--- src/rtl/rrb_pkg.sv ---
// Package: shared state type, reply type codes and status bit positions
// for the remote input read bridge.
package rrb_pkg;
    typedef enum logic [1:0] {
        ST_IDLE = 2'd0,
        ST_SEND = 2'd1,
        ST_WAIT = 2'd2
    } rrb_state_e;

    localparam logic [1:0] REP_EVENT   = 2'd1;
    localparam logic [1:0] REP_NOEVENT = 2'd2;

    localparam int unsigned STAT_TIMEOUT  = 0;
    localparam int unsigned STAT_OVERFLOW = 1;
    localparam int unsigned STAT_PENDING  = 2;
    localparam int unsigned STAT_UNREACH  = 3;
    localparam int unsigned STAT_W        = 4;
endpackage

--- src/rtl/rrb_ctrl.sv ---
// Module: rrb_ctrl
// Transaction sequencer. It accepts a read command only when idle, offers
// the request until the link takes it, and then waits for a reply of a
// known type.
// Assumes: the command is a one-cycle pulse; the reply is a one-cycle strobe.
module rrb_ctrl
    import rrb_pkg::*;
(
    input  logic       clk,
    input  logic       rst_n,
    input  logic       cmd_read,
    input  logic       chan_unreachable,
    input  logic       req_ready,
    input  logic       rep_valid,
    input  logic [1:0] rep_type,
    output logic       accept,
    output logic       reject,
    output logic       done_event,
    output logic       done_noevent,
    output logic       req_valid,
    output logic       pending
);
    rrb_state_e state_q, state_d;

    // Decode the one-cycle events that the other blocks act on.
    always_comb begin
        accept       = (state_q == ST_IDLE) && cmd_read && !chan_unreachable;
        reject       = (state_q == ST_IDLE) && cmd_read &&  chan_unreachable;
        done_event   = (state_q == ST_WAIT) && rep_valid && (rep_type == REP_EVENT);
        done_noevent = (state_q == ST_WAIT) && rep_valid && (rep_type == REP_NOEVENT);
        req_valid    = (state_q == ST_SEND);
        pending      = (state_q != ST_IDLE);
    end

    // Next-state selection.
    always_comb begin
        state_d = state_q;
        case (state_q)
            ST_IDLE: if (accept)                      state_d = ST_SEND;
            ST_SEND: if (req_ready)                   state_d = ST_WAIT;
            ST_WAIT: if (done_event || done_noevent)  state_d = ST_IDLE;
            default:                                  state_d = ST_IDLE;
        endcase
    end

    // State register with synchronous active-low reset.
    always_ff @(posedge clk) begin
        if (!rst_n) state_q <= ST_IDLE;
        else        state_q <= state_d;
    end
endmodule

--- src/rtl/rrb_cmd_capture.sv ---
// Module: rrb_cmd_capture
// Holds the channel and timeout of the accepted command. These values drive
// the request fields for the whole transaction.
// Assumes: accept is high only when no transaction is open.
module rrb_cmd_capture #(
    parameter int CHAN_W = 24,
    parameter int TS_W   = 64
) (
    input  logic              clk,
    input  logic              rst_n,
    input  logic              accept,
    input  logic [CHAN_W-1:0] cmd_chan,
    input  logic [TS_W-1:0]   cmd_timeout,
    output logic [CHAN_W-1:0] req_chan,
    output logic [TS_W-1:0]   req_timeout
);
    // Latch the request fields on an accepted command only.
    always_ff @(posedge clk) begin
        if (!rst_n) begin
            req_chan    <= '0;
            req_timeout <= '0;
        end else if (accept) begin
            req_chan    <= cmd_chan;
            req_timeout <= cmd_timeout;
        end
    end
endmodule

--- src/rtl/rrb_result.sv ---
// Module: rrb_result
// Error flags and result registers, plus the status word assembly. A new
// command, accepted or rejected as unreachable, clears everything. A reply
// loads the outcome.
// Assumes: at most one of accept/reject/done_* is high in a cycle.
module rrb_result
    import rrb_pkg::*;
#(
    parameter int TS_W   = 64,
    parameter int DATA_W = 32
) (
    input  logic              clk,
    input  logic              rst_n,
    input  logic              accept,
    input  logic              reject,
    input  logic              done_event,
    input  logic              done_noevent,
    input  logic              pending,
    input  logic              rep_overflow,
    input  logic [TS_W-1:0]   rep_timestamp,
    input  logic [DATA_W-1:0] rep_data,
    output logic [STAT_W-1:0] in_status,
    output logic [TS_W-1:0]   in_timestamp,
    output logic [DATA_W-1:0] in_data
);
    logic timeout_q, overflow_q, unreach_q;

    // Update error flags and results from commands and replies.
    always_ff @(posedge clk) begin
        if (!rst_n) begin
            timeout_q    <= 1'b0;
            overflow_q   <= 1'b0;
            unreach_q    <= 1'b0;
            in_timestamp <= '0;
            in_data      <= '0;
        end else if (accept || reject) begin
            timeout_q    <= 1'b0;
            overflow_q   <= 1'b0;
            unreach_q    <= reject;
            in_timestamp <= '0;
            in_data      <= '0;
        end else if (done_event) begin
            in_timestamp <= rep_timestamp;
            in_data      <= rep_data;
        end else if (done_noevent) begin
            timeout_q    <= !rep_overflow;
            overflow_q   <= rep_overflow;
        end
    end

    // Assemble the status word from flags and the sequencer's pending state.
    always_comb begin
        in_status               = '0;
        in_status[STAT_TIMEOUT] = timeout_q;
        in_status[STAT_OVERFLOW]= overflow_q;
        in_status[STAT_PENDING] = pending;
        in_status[STAT_UNREACH] = unreach_q;
    end
endmodule

--- src/rtl/remote_read_bridge.sv ---
// Module: remote_read_bridge
// Top level. It turns a local input-read command into one read request on
// the link, waits for the reply, and reports event, timeout, overflow or
// unreachable through the status word and result outputs.
// Assumes: chan_unreachable is a valid lookup of cmd_chan in the same cycle.
module remote_read_bridge
    import rrb_pkg::*;
#(
    parameter int CHAN_W = 24,
    parameter int TS_W   = 64,
    parameter int DATA_W = 32
) (
    input  logic              clk,
    input  logic              rst_n,
    input  logic              cmd_read,
    input  logic [CHAN_W-1:0] cmd_chan,
    input  logic [TS_W-1:0]   cmd_timeout,
    input  logic              chan_unreachable,
    output logic              req_valid,
    input  logic              req_ready,
    output logic [CHAN_W-1:0] req_chan,
    output logic [TS_W-1:0]   req_timeout,
    input  logic              rep_valid,
    input  logic [1:0]        rep_type,
    input  logic              rep_overflow,
    input  logic [TS_W-1:0]   rep_timestamp,
    input  logic [DATA_W-1:0] rep_data,
    output logic [STAT_W-1:0] in_status,
    output logic [TS_W-1:0]   in_timestamp,
    output logic [DATA_W-1:0] in_data
);
    logic accept, reject, done_event, done_noevent, pending;

    rrb_ctrl u_ctrl (
        .clk(clk), .rst_n(rst_n), .cmd_read(cmd_read),
        .chan_unreachable(chan_unreachable), .req_ready(req_ready),
        .rep_valid(rep_valid), .rep_type(rep_type),
        .accept(accept), .reject(reject), .done_event(done_event),
        .done_noevent(done_noevent), .req_valid(req_valid), .pending(pending)
    );

    rrb_cmd_capture #(.CHAN_W(CHAN_W), .TS_W(TS_W)) u_capture (
        .clk(clk), .rst_n(rst_n), .accept(accept),
        .cmd_chan(cmd_chan), .cmd_timeout(cmd_timeout),
        .req_chan(req_chan), .req_timeout(req_timeout)
    );

    rrb_result #(.TS_W(TS_W), .DATA_W(DATA_W)) u_result (
        .clk(clk), .rst_n(rst_n), .accept(accept), .reject(reject),
        .done_event(done_event), .done_noevent(done_noevent),
        .pending(pending), .rep_overflow(rep_overflow),
        .rep_timestamp(rep_timestamp), .rep_data(rep_data),
        .in_status(in_status), .in_timestamp(in_timestamp), .in_data(in_data)
    );
endmodule

--- config.mk ---
export PLATFORM = sky130hd
export DESIGN_NAME = remote_read_bridge
export DESIGN_NICKNAME = d
export VERILOG_FILES = /design/src/rtl/rrb_pkg.sv /design/src/rtl/rrb_ctrl.sv /design/src/rtl/rrb_cmd_capture.sv /design/src/rtl/rrb_result.sv /design/src/rtl/remote_read_bridge.sv
export SDC_FILE = /design/constraint.sdc
export NUM_CORES = 1
export LEC_CHECK = 0
export BUFFER_PORTS_ARGS = -buffer_cell sky130_fd_sc_hd__clkbuf_2
export CORE_AREA = 3 3 149 151
export DETAILED_ROUTE_END_ITERATION = 12
export DIE_AREA = 0 0 152 154
export GPL_ROUTABILITY_DRIVEN = 0
export HOLD_SLACK_MARGIN = 0.12
export PLACE_DENSITY_LB_ADDON = 0.12
export SYNTH_ARGS = -nofsm -noshare
export SYNTH_HDL_FRONTEND = slang
export SYNTH_SLANG_ARGS = --single-unit
export TNS_END_PERCENT = 100
--- constraint.sdc ---
create_clock -name clk -period 2.45 [get_ports clk]
set_clock_uncertainty 0.05 [all_clocks]
set_input_delay 0.245 -clock clk [delete_from_list [all_inputs] [get_ports clk]]
set_output_delay 0.245 -clock clk [all_outputs]
set_load 0.02 [all_outputs]
==> impl_metrics.py <==
metrics = {
    "worst_setup_path": {
        "start_kind": "flip-flop",
        "cp.arrival_ns": 2.36,
        "end_kind": "flip-flop",
        "required_ns": 2.75,
        "r2r_start": "u_ctrl.state_q[1]",
        "cp_max_fo": 47,
        "critical_path_class": "reg -> reg",
        "startpoint": "u_ctrl.state_q[1]",
    },
    "yosys": {
        "yosysSeqAreaShare_pct": 53.93,
        "synth_top_area_share_pct": 53.93,
        "synth_top_area_cell": "dfxtp_1",
        "avgSynthCellArea_um2": 8.148,
        "yosys_register_bits": 189,
        "synth.distinct_cells": 22,
        "ys_top_cells_by_area": "dfxtp_1 54%, nand3_1 13%, o21ai_0 12%, a21oi_1 7.0%, nand2_1 4.8%",
        "synthCells": 861,
        "postSynthNetCount": 1054,
        "syn_area_um2": 7015,
        "yosys_warnings": 0,
    },
    "floorplanning": {
        "start_util_pct": 33.48,
        "die_y_um": 154,
        "num_rows": 53,
        "die_x_um": 152,
        "core_area_um2": 20960,
        "io_pins": 382,
        "design.die.area_um2": 23410,
    },
    "drt": {
        "num_vias": 7912,
        "drcViolationCount": 0,
        "ant_nets": 0,
        "first_pass_iters": 7,
        "drtIter0Drc": 511,
        "wl_per_cell_um": 15.66,
        "vias_per_cell": 4.786,
        "drt_wl_total_um": 25890,
    },
    "power": {
        "power_density_nw_per_um2": 595.2,
        "peakVddDrop_mv": 0.4158,
        "p_total_w": 0.006835,
        "power.leakage_nw": 4.931,
    },
    "place": {
        "post-dp-hpwl_um": 16040,
        "dp_cells": 1432,
        "port_buffers": 381,
    },
    "hold_path": {
        "hp-class": "in -> reg",
        "min-delay-start": "rep_valid",
    },
    "timing": {
        "rsz0062_at_grt": "no",
        "finalCritPeriodShare_pct": 84.04,
        "fin_crit_ns": 2.059,
        "max_freq_ghz": 0.4857,
        "hold_viol_final": 0,
        "slew_violations": 0,
        "fin_hold_ws_ns": 0.1424,
        "setup_viol": 0,
        "tightest_slew_ns": 0.7960,
        "slew_headroom_pct": 46.93,
        "setup_tns_ns": 0,
    },
    "global_route": {
        "antenna_found_initial": 3,
        "track_usage_pct": 20.91,
        "grt_max_degree": 181,
        "grt_pass1_vias": 7749,
        "grt_pass1_wl_um": 40740,
        "overflow": 0,
    },
    "clocking": {
        "clock_sinks": 189,
        "ctsRootBufferMaster": "clkbuf_16",
        "clockBufferDepth": 2,
        "postCtsSetupBuffers": 0,
        "clk_latency_ns": 0.42,
        "cts_tree": "yes",
        "post_cts_resized": 0,
        "cts_buffers": 17,
        "clk_pin_slew_worst_paths_ns": 0.07,
        "htree_levels": 4,
    },
    "finish": {
        "final_common_cell": "clkbuf_2",
        "drive_above_1_share_pct": 31.32,
        "finalCoreUtilization_pct": 54.80,
        "n_fill_cell": 2001,
        "fin_cells": 1653,
        "syn2layout_area_growth_pct": 63.69,
        "finalNetCount": 1556,
        "final_cell_mix": "380 x clkbuf_2, 189 x dfxtp_1, 187 x dlygate4sd3_1, 185 x nand3_1, 164 x o21ai_0",
        "seqCellArea_um2": 3784,
        "multi_input_area_um2": 2833,
    },
    "run_status": {
        "outcome": "completed",
    },
    "job": {
        "maxCapViolCount": 0,
    },
}
-- cells by family after synthesis --
family | Yosys count | synth area share, %
AO/OA/AOI/OAI | 287 | 20.58
AND/OR/NAND/NOR | 289 | 19.48
buffers and inverters | 96 | 6.010
flip-flops | 189 | 53.93
-- flip-flops by register name (all words and copies together) (netlist names) --
| signal | flops |
|---|---|
| u_ctrl.state_q | 2 |
| u_capture.req_timeout | 64 |
| u_result.in_timestamp | 64 |
| u_capture.req_chan | 24 |
| u_result.timeout_q | 1 |
| u_result.in_data | 32 |
| u_result.unreach_q | 1 |
| u_result.overflow_q | 1 |
-- area by class of cell --
class	instances	area share (%)
timing repair buffer	579	34.30
sequential	189	32.95
multi-input combinational	576	24.67
clock buffer	19	3.944
tap	275	2.996
clock inverter	13	1.100
antenna	2	0.04358
-- path summary, 6_finish.rpt --
check	end	slack, ns	cells after the start
worst min-delay path	u_ctrl.state_q[1]	0.14	3
worst max-delay path	u_result.overflow_q	0.39	5
worst max register to register	u_result.overflow_q	0.39	5
worst min register to register	u_capture.req_timeout[56]	0.41	2
-- through the flow --
step,setup WS (ns),area [µm²]
floorplan,0.7991,7015
global placement,0.7749,9027
detailed placement,0.7522,9027
CTS,0.4290,11480
global route,0.3160,11480
finish,0.3910,11480
-- cell usage after synthesis --
library cell  count
buf_6             4
and3_1            1
a21boi_0          1
nand3_1         185
or3_1             1
nor2b_1           3
or2_2             1
nand2b_1          4
buf_2            13
a32o_1            1
o21ai_0         164
buf_1            10
buf_4             4
clkbuf_1         65
nand2_1          89
a21oi_1          98
or4b_1            1
o21ai_1          23
nand3b_1          1
and3b_1           2
dfxtp_1         189
or3b_2            1
-- per-layer routing --
metal  GRT usage, %  part of all wire, %  up-vias
met4          7.920                  3.0        2
li1               -                    -     4003
met2          33.91                   46      316
met1          25.91                   43     3548
met5              0                0.039        -
met3          6.980                  7.6       43
-- critical path: stages, from the launching register on --
cell,delay [ns]
dfxtp_1,0.42
and3b_2,0.22
buf_4,0.44
nand3_1,0.13
dlygate4sd3_1,0.59
a21oi_1,0.12
-- report_power, final --
group          leakage (nW)  total, W  switching (W)  internal (W)
Clock                 0.285   0.00271        0.00131       0.00140
Sequential             1.53   0.00319      0.0000421       0.00315
Combinational          3.11  0.000928       0.000492      0.000435
Total                  4.93   0.00684        0.00184       0.00499
-- repair_timing --
item,in CTS,in global routing
hold endpoints to repair,188,0
endpoints found under the setup margin,0,0
hold buffers,187,0
(Power assumes the default switching activity.)
